--- config.mk ---
export PLATFORM = sky130hd
export DESIGN_NAME = spi_flash_cmd_fe
export DESIGN_NICKNAME = d
export VERILOG_FILES = /design/src/rtl/spi_cmd_pkg.sv /design/src/rtl/spi_cmd_sync.sv /design/src/rtl/spi_cmd_dp.sv /design/src/rtl/spi_cmd_ctrl.sv /design/src/rtl/spi_flash_cmd_fe.sv
export SDC_FILE = /design/constraint.sdc
export NUM_CORES = 1
export LEC_CHECK = 0
export ABC_AREA = 1
export BUFFER_PORTS_ARGS = -buffer_cell sky130_fd_sc_hd__buf_2
export CAP_MARGIN = 25
export CORE_AREA = 3 3 102 104
export DETAILED_ROUTE_END_ITERATION = 10
export DIE_AREA = 0 0 105 107
export GPL_ROUTABILITY_DRIVEN = 0
export HOLD_SLACK_MARGIN = 0.05
export PLACE_DENSITY = 0.74
export SLEW_MARGIN = 20
export SYNTH_ARGS = -nofsm -noshare
export SYNTH_HDL_FRONTEND = slang
export SYNTH_SLANG_ARGS = --single-unit
--- constraint.sdc ---
create_clock -name clk -period 3 [get_ports clk]
set_clock_uncertainty 0.2 [all_clocks]
set_input_delay 0.6 -clock clk [delete_from_list [all_inputs] [get_ports clk]]
set_output_delay 0.6 -clock clk [all_outputs]
set_load 0.02 [all_outputs]
--- src/rtl/spi_cmd_pkg.sv ---
package spi_cmd_pkg;

  localparam logic [7:0] OP_WREN     = 8'h06;
  localparam logic [7:0] OP_VOLARM   = 8'h50;
  localparam logic [7:0] OP_WRSTAT   = 8'h01;
  localparam logic [7:0] OP_PROG     = 8'h02;
  localparam logic [7:0] OP_SECTER   = 8'h20;
  localparam logic [7:0] OP_BLKER    = 8'hD8;
  localparam logic [7:0] OP_CHIPER_A = 8'hC7;
  localparam logic [7:0] OP_CHIPER_B = 8'h60;
  localparam logic [7:0] OP_SRERASE  = 8'h44;
  localparam logic [7:0] OP_SRPROG   = 8'h42;
  localparam logic [7:0] OP_IDPAIR   = 8'h90;
  localparam logic [7:0] OP_IDJEDEC  = 8'h9F;
  localparam logic [7:0] OP_IDWAKE   = 8'hAB;

  localparam int ADDR_BYTES = 3;
  localparam int ADDR_W     = 8 * ADDR_BYTES;

  // frame state seen by the control
  typedef struct packed {
    logic [7:0]        opcode;
    logic [ADDR_W-1:0] addr;
    logic [2:0]        byteCnt;   // whole bytes received, saturates at 7
    logic [2:0]        bitIdx;    // bits of the current byte received
    logic [1:0]        streamIdx; // index of the byte being sent
    logic              csRise;    // frame end event
  } dpStat_t;

  // strobes from control to datapath
  typedef struct packed {
    logic       txActive;
    logic [7:0] txByte;
    logic [1:0] streamLast;
  } ctrlStrb_t;

endpackage

--- src/rtl/spi_cmd_sync.sv ---
module spi_cmd_sync #(
  parameter int                 STAGES  = 2,
  parameter int                 WIDTH   = 1,
  parameter logic [WIDTH-1:0]   RST_VAL = '0
) (
  input  logic             clk,
  input  logic             rstN,
  input  logic [WIDTH-1:0] din,
  output logic [WIDTH-1:0] dout
);

  generate
    if (STAGES <= 1) begin : g_single
      logic [WIDTH-1:0] stage;
      always_ff @(posedge clk or negedge rstN) begin
        if (!rstN) stage <= RST_VAL;
        else       stage <= din;
      end
      assign dout = stage;
    end else begin : g_chain
      logic [STAGES-1:0][WIDTH-1:0] stage;
      always_ff @(posedge clk or negedge rstN) begin
        if (!rstN) stage <= {STAGES{RST_VAL}};
        else       stage <= {stage[STAGES-2:0], din};
      end
      assign dout = stage[STAGES-1];
    end
  endgenerate

endmodule

--- src/rtl/spi_cmd_dp.sv ---
module spi_cmd_dp
  import spi_cmd_pkg::*;
#(
  parameter int SYNC_STAGES = 2
) (
  input  logic      clk,
  input  logic      rstN,
  input  logic      csN,
  input  logic      sclk,
  input  logic      sdi,
  input  ctrlStrb_t ctrl,
  output dpStat_t   stat,
  output logic      sdo,
  output logic      sdoEn
);

  localparam int PIN_W = 3;

  logic [PIN_W-1:0] pinsS;
  logic csS, sclkS, sdiS;
  logic csD, sclkD;
  logic sclkRise, sclkFall;

  spi_cmd_sync #(
    .STAGES (SYNC_STAGES),
    .WIDTH  (PIN_W),
    .RST_VAL(3'b100)
  ) i_sync (
    .clk (clk),
    .rstN(rstN),
    .din ({csN, sclk, sdi}),
    .dout(pinsS)
  );

  assign {csS, sclkS, sdiS} = pinsS;

  always_ff @(posedge clk or negedge rstN) begin
    if (!rstN) begin
      csD   <= 1'b1;
      sclkD <= 1'b0;
    end else begin
      csD   <= csS;
      sclkD <= sclkS;
    end
  end

  assign sclkRise = !csS && sclkS && !sclkD;
  assign sclkFall = !csS && !sclkS && sclkD;

  logic [6:0]        shiftReg;
  logic [7:0]        opcode;
  logic [7:0]        addrByte [ADDR_BYTES];
  logic [2:0]        byteCnt;
  logic [2:0]        bitIdx;
  logic [1:0]        streamIdx;
  logic              sdoBit;
  logic              sdoDrv;
  logic [7:0]        byteNow;

  assign byteNow = {shiftReg, sdiS};

  always_ff @(posedge clk or negedge rstN) begin
    if (!rstN) begin
      shiftReg  <= '0;
      opcode    <= '0;
      for (int i = 0; i < ADDR_BYTES; i++) addrByte[i] <= '0;
      byteCnt   <= '0;
      bitIdx    <= '0;
      streamIdx <= '0;
      sdoBit    <= 1'b0;
      sdoDrv    <= 1'b0;
    end else if (csS) begin
      byteCnt   <= '0;
      bitIdx    <= '0;
      streamIdx <= '0;
      sdoDrv    <= 1'b0;
    end else begin
      if (sclkRise) begin
        shiftReg <= byteNow[6:0];
        bitIdx   <= bitIdx + 3'd1;
        if (bitIdx == 3'd7) begin
          if (byteCnt == 3'd0) opcode <= byteNow;
          for (int i = 0; i < ADDR_BYTES; i++) begin
            if (byteCnt == 3'(i + 1)) addrByte[i] <= byteNow;
          end
          if (byteCnt != 3'd7) byteCnt <= byteCnt + 3'd1;
          if (ctrl.txActive) begin
            streamIdx <= (streamIdx == ctrl.streamLast) ? 2'd0 : streamIdx + 2'd1;
          end
        end
      end
      if (sclkFall) begin
        sdoDrv <= ctrl.txActive;
        if (ctrl.txActive) sdoBit <= ctrl.txByte[~bitIdx];
      end
    end
  end

  assign stat.opcode    = opcode;
  assign stat.addr      = {addrByte[0], addrByte[1], addrByte[2]};
  assign stat.byteCnt   = byteCnt;
  assign stat.bitIdx    = bitIdx;
  assign stat.streamIdx = streamIdx;
  assign stat.csRise    = csS && !csD;

  assign sdo   = sdoBit;
  assign sdoEn = sdoDrv;

endmodule

--- src/rtl/spi_cmd_ctrl.sv ---
module spi_cmd_ctrl
  import spi_cmd_pkg::*;
#(
  parameter logic [7:0] MFR_ID   = 8'hA5,
  parameter logic [7:0] DEV_ID   = 8'h17,
  parameter logic [7:0] MEM_TYPE = 8'h40,
  parameter logic [7:0] CAPACITY = 8'h18
) (
  input  logic              clk,
  input  logic              rstN,
  input  dpStat_t           stat,
  output ctrlStrb_t         ctrl,
  output logic              wel,
  output logic              volSel,
  output logic              statusWrStb,
  output logic              statusWrVolatile,
  output logic [7:0]        statusWrData,
  output logic              modifyStb,
  output logic [7:0]        modifyCode,
  output logic [ADDR_W-1:0] modifyAddr
);

  localparam logic [2:0] ADDR_DONE = 3'(1 + ADDR_BYTES);

  logic opValid, aligned, secOk;
  logic isAddrCmd, isChipCmd, isSecCmd;
  logic acceptWren, acceptVolArm, acceptStatus, acceptModify;

  assign opValid = stat.byteCnt != 3'd0;
  assign aligned = stat.bitIdx == 3'd0;

  assign secOk = (stat.addr[23:16] == 8'h00) &&
                 ((stat.addr[15:8] == 8'h10) || (stat.addr[15:8] == 8'h20) ||
                  (stat.addr[15:8] == 8'h30));

  assign isAddrCmd = (stat.opcode == OP_PROG) || (stat.opcode == OP_SECTER) ||
                     (stat.opcode == OP_BLKER);
  assign isChipCmd = (stat.opcode == OP_CHIPER_A) || (stat.opcode == OP_CHIPER_B);
  assign isSecCmd  = (stat.opcode == OP_SRERASE) || (stat.opcode == OP_SRPROG);

  assign acceptWren   = aligned && stat.byteCnt == 3'd1 && stat.opcode == OP_WREN;
  assign acceptVolArm = aligned && stat.byteCnt == 3'd1 && stat.opcode == OP_VOLARM;
  assign acceptStatus = aligned && stat.byteCnt >= 3'd2 && stat.opcode == OP_WRSTAT &&
                        (wel || volSel);
  assign acceptModify = aligned && wel &&
                        ((isAddrCmd && stat.byteCnt >= ADDR_DONE) ||
                         (isChipCmd && stat.byteCnt == 3'd1) ||
                         (isSecCmd && stat.byteCnt >= ADDR_DONE && secOk));

  // identification stream selection
  always_comb begin
    ctrl.txActive   = 1'b0;
    ctrl.txByte     = 8'h00;
    ctrl.streamLast = 2'd0;
    if (opValid) begin
      unique case (stat.opcode)
        OP_IDJEDEC: begin
          ctrl.txActive   = 1'b1;
          ctrl.streamLast = 2'd2;
          case (stat.streamIdx)
            2'd0:    ctrl.txByte = MFR_ID;
            2'd1:    ctrl.txByte = MEM_TYPE;
            default: ctrl.txByte = CAPACITY;
          endcase
        end
        OP_IDPAIR: begin
          ctrl.txActive   = stat.byteCnt >= ADDR_DONE;
          ctrl.streamLast = 2'd1;
          ctrl.txByte     = (stat.streamIdx[0] ^ stat.addr[0]) ? DEV_ID : MFR_ID;
        end
        OP_IDWAKE: begin
          ctrl.txActive   = stat.byteCnt >= ADDR_DONE;
          ctrl.streamLast = 2'd0;
          ctrl.txByte     = DEV_ID;
        end
        default: ;
      endcase
    end
  end

  always_ff @(posedge clk or negedge rstN) begin
    if (!rstN) begin
      wel              <= 1'b0;
      volSel           <= 1'b0;
      statusWrStb      <= 1'b0;
      statusWrVolatile <= 1'b0;
      statusWrData     <= '0;
      modifyStb        <= 1'b0;
      modifyCode       <= '0;
      modifyAddr       <= '0;
    end else begin
      statusWrStb <= 1'b0;
      modifyStb   <= 1'b0;
      if (stat.csRise && opValid) begin
        if (acceptWren) begin
          wel    <= 1'b1;
          volSel <= 1'b0;
        end else if (acceptVolArm) begin
          volSel <= 1'b1;
        end else begin
          volSel <= 1'b0;
          if (acceptStatus) begin
            statusWrStb      <= 1'b1;
            statusWrVolatile <= volSel;
            statusWrData     <= stat.addr[23:16];
            wel              <= 1'b0;
          end else if (acceptModify) begin
            modifyStb  <= 1'b1;
            modifyCode <= stat.opcode;
            modifyAddr <= isChipCmd ? '0 : stat.addr;
            wel        <= 1'b0;
          end
        end
      end
    end
  end

endmodule

--- src/rtl/spi_flash_cmd_fe.sv ---
module spi_flash_cmd_fe
  import spi_cmd_pkg::*;
#(
  parameter int         SYNC_STAGES = 2,
  parameter logic [7:0] MFR_ID      = 8'hA5,
  parameter logic [7:0] DEV_ID      = 8'h17,
  parameter logic [7:0] MEM_TYPE    = 8'h40,
  parameter logic [7:0] CAPACITY    = 8'h18
) (
  input  logic        clk,
  input  logic        rstN,
  input  logic        csN,
  input  logic        sclk,
  input  logic        sdi,
  output logic        sdo,
  output logic        sdoEn,
  output logic        wel,
  output logic        volSel,
  output logic        statusWrStb,
  output logic        statusWrVolatile,
  output logic [7:0]  statusWrData,
  output logic        modifyStb,
  output logic [7:0]  modifyCode,
  output logic [23:0] modifyAddr
);

  dpStat_t   stat;
  ctrlStrb_t ctrl;

  spi_cmd_dp #(
    .SYNC_STAGES(SYNC_STAGES)
  ) i_dp (
    .clk  (clk),
    .rstN (rstN),
    .csN  (csN),
    .sclk (sclk),
    .sdi  (sdi),
    .ctrl (ctrl),
    .stat (stat),
    .sdo  (sdo),
    .sdoEn(sdoEn)
  );

  spi_cmd_ctrl #(
    .MFR_ID  (MFR_ID),
    .DEV_ID  (DEV_ID),
    .MEM_TYPE(MEM_TYPE),
    .CAPACITY(CAPACITY)
  ) i_ctrl (
    .clk             (clk),
    .rstN            (rstN),
    .stat            (stat),
    .ctrl            (ctrl),
    .wel             (wel),
    .volSel          (volSel),
    .statusWrStb     (statusWrStb),
    .statusWrVolatile(statusWrVolatile),
    .statusWrData    (statusWrData),
    .modifyStb       (modifyStb),
    .modifyCode      (modifyCode),
    .modifyAddr      (modifyAddr)
  );

endmodule

-- After elaboration in Yosys (flattened, before gate mapping)
Index checks and enable logic that the tools add are counted.
- add/sub/neg operators: 3
- bitwise operators: 6
- reductions and logical operators: 54
- $lt $le $gt $ge: 3
- multiplexer cells: 35
- equal/unequal tests: 24
- operator list (operator ; count):
    $eq A8 B8 Y1 const B ; 5
    $pmux W11 S3 ; 1
    $eq A8 B7 Y1 const B ; 4
    $eq A8 B6 Y1 const B ; 3
    $mux W24 ; 1
    $reduce_and A4 Y1 ; 5
    $logic_and A1 B1 Y1 ; 19
    $mux W1 ; 18
    $mux W3 ; 6
    $pmux W8 S2 ; 1
    $reduce_and A3 Y1 ; 4
    $mux W11 ; 1
    $mux W2 ; 5
    $reduce_bool A2 Y1 ; 5
    $logic_or A1 B1 Y1 ; 9
    $eq A8 B1 Y1 const B ; 1
    $eq A8 B2 Y1 const B ; 1
    $eq A8 B3 Y1 const B ; 1
    $eq A8 B5 Y1 const B ; 1
    $logic_not A8 Y1 ; 1
    $mux W8 ; 1
    $add A3 B1 Y3 const B ; 2
    $eq A3 B2 Y1 const B ; 2
    $logic_not A3 Y1 ; 2
    other kinds (19) ; 26
- output and inout port bits: 47
- bits in registers: 102
- bits of input ports: 5

-- Logic depth before layout (Yosys ltp)
- word-level depth: 12
- mapped depth: 14

-- Hierarchy
A second synthesis with hierarchy kept.
- cell total of the unflattened synthesis: 604
- area total of the unflattened synthesis: 4916.0 µm²
- modules (own cells, without submodules) (module ; times used ; sequential area each (µm²) ; area each (µm²) ; cells each):
    spi_cmd_ctrl ; 1 ; 1126.1 ; 2484.9 ; 343
    spi_cmd_dp ; 1 ; 1277.5 ; 2255.9 ; 252
    spi_cmd_sync ; 1 ; 152.6 ; 175.2 ; 9

-- Worst setup path after synthesis
OpenSTA, ideal clock, no wires.
- path kind: reg-to-reg
- start: register i_dp.byteCnt[0]
- end: register i_ctrl.modifyAddr[10]
- required time: 2.683 ns
- period minus slack after synthesis: 1.941 ns
- buffers on the path: 1
- data arrival time: 1.624 ns
- stages on the path, launching flop included: 12
- setup time: 0.117 ns
- setup slack: 1.059 ns
- cells stage by stage: dfrtp_1 > inv_1 > ha_1 > nand2_4 > inv_2 > nor3_4 > nand2_4 > nor2_8 > nand2_4 > buf_6 > nand2_1 > nand2_1
- longest elaborated chain between the ends: 6
- elaborated cells on any way between the ends: 22
- classes of those cells: order compare (2); eq/ne (1); bitwise (3); reduce/logical (16)
- RTL lines (element ; RTL line ; text):
    start: declaration ; spi_cmd_dp.sv:53 ; logic [2:0] byteCnt;
    start signal: assignment ; spi_cmd_dp.sv:86 ; if (byteCnt != 3'd7) byteCnt <= byteCnt + 3'd1;
    $ge A3 B3 Y1 (tied with other cells) ; spi_cmd_ctrl.sv:46, spi_cmd_ctrl.sv:48 ;
    $logic_and A1 B1 Y1, on equally long branches ; - ;
    $logic_or A1 B1 Y1 (tied with other cells) ; spi_cmd_ctrl.sv:46 ; ((isAddrCmd && stat.byteCnt >= ADDR_DONE) ||
    $logic_or A1 B1 Y1 or $logic_and A1 B1 Y1 (tied branches) ; spi_cmd_ctrl.sv:47, spi_cmd_ctrl.sv:43 ;
    $logic_and A1 B1 Y1 or $not A1 Y1 (tied branches) ; - ;
    $reduce_and A5 Y1 (no line) * ; - ;
    end signal: assignment ; spi_cmd_ctrl.sv:110 ; modifyAddr <= isChipCmd ? '0 : stat.addr;
    end: declaration ; spi_cmd_ctrl.sv:20 ; output logic [ADDR_W-1:0] modifyAddr
Every way passes the cells marked *; elsewhere a longest branch is shown, timed or not.
A chain may end at the register's enable or synchronous reset.

-- Final worst setup path
- start: register i_dp.opcode[1]
- end: register i_ctrl.modifyAddr[20]
- longest elaborated chain between the ends: 8
- elaborated cells on any way between the ends: 30
- classes of those cells: eq/ne (10); mux (1); bitwise (3); reduce/logical (16)
- RTL lines (element ; RTL line ; text):
    start: declaration ; spi_cmd_dp.sv:51 ; logic [7:0] opcode;
    start signal: assignment ; spi_cmd_dp.sv:82 ; if (byteCnt == 3'd0) opcode <= byteNow;
    $eq A8 B2 Y1 or $eq A8 B6 Y1 (tied branches) ; spi_cmd_ctrl.sv:36 ; assign isAddrCmd = (stat.opcode == OP_PROG) || (stat.opcode == OP_SECTER) ||
    $logic_or A1 B1 Y1 (2 in a row) ; spi_cmd_ctrl.sv:36 ;
    $logic_and A1 B1 Y1 ; spi_cmd_ctrl.sv:46 ;
    $logic_or A1 B1 Y1 ; spi_cmd_ctrl.sv:46 ;
    $logic_or A1 B1 Y1 ; spi_cmd_ctrl.sv:47 ; (isChipCmd && stat.byteCnt == 3'd1) ||
    $logic_and A1 B1 Y1 ; spi_cmd_ctrl.sv:45 ; assign acceptModify = aligned && wel &&
    $reduce_and A5 Y1 (no line) ; - ;
Parallel ways exist; a longest one is shown, timed or not.

==> key figures <==
Synthesis
  • Post-synthesis sequential area ratio: 53.4%
  • Cell area after technology mapping: 4780 um2
  • Net count of the mapped netlist: 596
  • Top cells by area, synth: sky130_fd_sc_hd__dfrtp_1, sky130_fd_sc_hd__nand2_1, sky130_fd_sc_hd__o21ai_0, sky130_fd_sc_hd__inv_1, sky130_fd_sc_hd__nand3_1
  • Synth area leader: sky130_fd_sc_hd__dfrtp_1
  • Synth Instances: 581
  • Share of the synthesized area in the top cell type: 51.8%
  • Post-synthesis area per instance: 8.24 um2
  • Number of flip-flops and latches in the synthesized netlist: 102
  • Distinct cell type count of the synthesized netlist: 31
  • Synth warnings: 0

Global routing
  • Global routing met3 resource utilization: 2.77%
  • Pin count of the biggest net entering global routing: 43
  • First-pass GRT wire length: 17.5 mm
  • Global Route met1 Usage: 27.0%
  • Gr ovfl total: 0
  • Peak-usage layer in the global routing report: met2
  • Number of antenna violations at the first check in global routing: 0
  • Number of global-route vias before repair: 3643
  • Tot GR Track Use: 19.2%
  • GRT met2 Usage: 30.6%

Clocking
  • Number of buffers inserted during clock tree synthesis: 9
  • CTS max path bufs: 2
  • H-Tree Depth: 3
  • CTS tree: done
  • Sink Count: 102
  • Clock network latency to the later pin of the worst-skew pair: 0.36 ns
  • CTS root buf: sky130_fd_sc_hd__clkbuf_8
  • Clk slew on worst S/H paths: 0.10 ns

Detailed routing
  • DRT Wirelength: 10.0 mm
  • First-pass detailed-route iteration total: 5
  • Post-detailed-route via-to-cell ratio: 4.92
  • Drc violations: 0
  • Initial DRC Count: 221
  • Routed wirelength normalized by instance count: 13.0 um
  • Post-route ant nets: 0
  • Routed vias: 3782

Setup path
  • Critical path launch point type: flop
  • Required time at the endpoint of the critical path: 3.10 ns
  • Critical path data arrival time: 2.51 ns
  • Endpoint kind of the worst setup timing path: flop
  • Worst path max stage delay: 0.50 ns
  • Kind of critical path: flop to flop
  • Slowest stage cell, crit path: sky130_fd_sc_hd__dfrtp_1
  • Cell Chain, Critical Path: inv_1, nand2_1, nor2_1, nand2_1, nand3_1, nand2_1, nand3_1, nand2_1, clkinv_2, nand2_4, nand2_1, nand2_1
  • Worst path most repeated cell: sky130_fd_sc_hd__nand2_1
  • Largest driver fanout on the critical path: 33

Power
  • Cell-internal power: 0.00186 W
  • Combinational fraction of design power: 5.8%
  • Worst-case vdd ir drop: 0.000274 V
  • Clock power frac: 36.1%
  • Switching Power: 0.000613 W
  • Final Total Pwr: 0.00247 W
  • Sequential power share: 58.1%
  • Proportion of total power due to net switching: 24.8%
  • Leakage Power: 2.88 nW
  • Power density of the placed cells: 461 nW/um2

Timing
  • Total count of hold-check failures in the final report: 0
  • Max Transition Viols Final: 0
  • Worst rel slew slack: 63.2%
  • Sum Neg Setup Slack: 0 ns
  • Final worst path period share: 80.3%
  • Final count of negative-setup-slack endpoints: 0
  • RSZ-0062 raised after global routing: no
  • Worst-margin pin slew: 0.552 ns
  • Post-Route Hold Slack: 0.125 ns
  • Achievable Freq: 0.415 GHz
  • Min cycle time layout: 2.41 ns

Cells and area
  • Fillers: 894
  • Area of combinational cells with multiple inputs: 1840 um2
  • Net count reported at finish: 646
  • Share of final-layout standard cells stronger than drive strength 1: 14.3%
  • Number of antenna diodes: 0
  • Area Growth Syn to Fin: 11.8%
  • Storage cell area: 2560 um2

Floorplanning
  • Chip width: 105 um
  • Count of standard-cell rows: 36
  • Starting density of the core: 49.6%
  • Placeable core area: 9640 um2
  • Boundary Pins: 52
  • Floorplan die area: 11200 um2
  • Die outline height: 107 um

Place
  • Buffers added on ports: 51
  • Post-detailed-placement half-perimeter wirelength: 7.43 mm

Hold path
  • Path type of the worst min-delay path: primary input to flop

Outcome
  • Result of the run: finished, final reports clean

Job
  • Max capacitance violation total: 0
[cells in the final DEF (no fill, tap or decap), types with 2 or more instances in the layout]
cell type / netlist / final
sky130_fd_sc_hd__a21oi_1: 4 / 4
sky130_fd_sc_hd__buf_2: 5 / 50
sky130_fd_sc_hd__buf_4: 6 / 5
sky130_fd_sc_hd__clkbuf_8: 0 / 10
sky130_fd_sc_hd__clkinv_2: 1 / 2
sky130_fd_sc_hd__clkinvlp_4: 0 / 2
sky130_fd_sc_hd__dfrtp_1: 99 / 99
sky130_fd_sc_hd__dfstp_2: 3 / 3
sky130_fd_sc_hd__ha_1: 10 / 10
sky130_fd_sc_hd__inv_1: 64 / 64
sky130_fd_sc_hd__inv_2: 4 / 4
sky130_fd_sc_hd__inv_6: 0 / 2
sky130_fd_sc_hd__nand2_1: 189 / 189
sky130_fd_sc_hd__nand2_4: 3 / 3
sky130_fd_sc_hd__nand3_1: 46 / 46
sky130_fd_sc_hd__nand4_1: 5 / 5
sky130_fd_sc_hd__nor2_1: 59 / 59
sky130_fd_sc_hd__nor2_2: 2 / 2
sky130_fd_sc_hd__nor3_1: 2 / 2
sky130_fd_sc_hd__o21ai_0: 59 / 59
sky130_fd_sc_hd__xor2_1: 2 / 2
[cells by family (layout without fill, tap and decap cells)]
kind of cell / after synthesis / count (layout) / share of synthesized area [%]
adder cells (fa/ha/maj): 10 / 10 / 2.62
XOR/XNOR: 3 / 3 / 0.549
flip-flops: 102 / 102 / 53.4
buffers and inverters: 87 / 142 / 8.08
AND/OR/NAND/NOR: 311 / 311 / 27.4
AO/OA/AOI/OAI: 68 / 68 / 7.98
[worst max-delay path, delay by kind of cell, from the launching register on]
family / cells / cell delay [ns]
DFF: 1 / 0.50
and+or+nand+nor: 10 / 1.17
buffers and inverters: 2 / 0.47
[Yosys cell counts, drive strengths merged]
cell / n
o21ai: 60
nand4: 5
xor2: 2
inv: 68
o2111ai: 1
nand3b: 1
nand2: 193
nor2: 62
clkinv: 1
buf: 15
nor3: 4
xnor2: 1
clkbuf: 3
ha: 10
dfstp: 3
nand3: 46
o32ai: 1
a21oi: 4
o21a: 1
dfrtp: 99
o211ai: 1
[registers in the layout (all words and copies together), names as in the netlist, 2 cells and up]
name / flops
i_dp.streamIdx: 2
i_ctrl.statusWrData: 8
i_dp.opcode: 8
i_ctrl.modifyAddr: 24
i_dp.shiftReg: 7
i_ctrl.modifyCode: 8
i_dp.stat: 24
i_dp.byteCnt: 3
i_dp.bitIdx: 3
i_dp.i_sync.dout: 3
i_dp.i_sync.g_chain.stage: 3
[per-layer routing]
metal,up-vias,routed length (um)
met3,9,448
li1,1928,-
met2,90,4740
met5,-,0
met4,0,122
met1,1755,4690
[power by group through the flow]
| stage | logic [W] | clock network, W | registers [W] |
|---|---|---|---|
| final | 0.000144 | 0.000890 | 0.00143 |
| after global routing | 0.000162 | 0.000978 | 0.00144 |
| after global placement | 0.000141 | 0 | 0.00146 |
| after detailed placement | 0.000145 | 0 | 0.00146 |
| after CTS | 0.000146 | 0.000910 | 0.00143 |
| after floorplan | 0.0000710 | 0 | 0.00146 |
[cell type report]
type                    count  area share (%)
flip-flops and latches    102            47.8
multi-input cells         392            34.4
clock buffers              10            2.57
repair buffers             57            5.94
clock inverters             6            1.26
inverters                  69            4.87
well taps                 133            3.11
[worst paths after layout]
path / start / to / slack (ns) / cells past startpoint
max: i_dp.opcode[1] / i_ctrl.modifyAddr[20] / 0.59 / 12
min: csN / i_dp.i_sync.g_chain.stage[2] / 0.12 / 1
max reg2reg: i_dp.opcode[1] / i_ctrl.modifyAddr[20] / 0.59 / 12
min reg2reg: i_dp.i_sync.g_chain.stage[0] / i_dp.i_sync.dout[0] / 0.16 / 0
max in group asynchronous: rstN / i_dp.csD / 1.33 / 3
min in group asynchronous: rstN / i_ctrl.modifyAddr[2] / 0.57 / 2
[metrics by stage]
stage / std cells / utilization [%] / worst slack, ns / instance area (um2)
floorplan: 581 / - / 1.06 / 4780
global placement: 752 / 53.2 / 0.659 / 5130
detailed placement: 752 / 53.2 / 0.615 / 5130
CTS: 769 / 55.5 / 0.583 / 5350
global route: 769 / 55.5 / 0.309 / 5350
finish: 769 / 55.5 / 0.592 / 5350
[repair_timing]
item / CTS / global route
gates resized for setup: 0 / 0
setup buffers: 0 / 0
endpoints found under the hold margin: 40 / 0
hold buffers: 1 / 0
(Power assumes the default switching activity.)
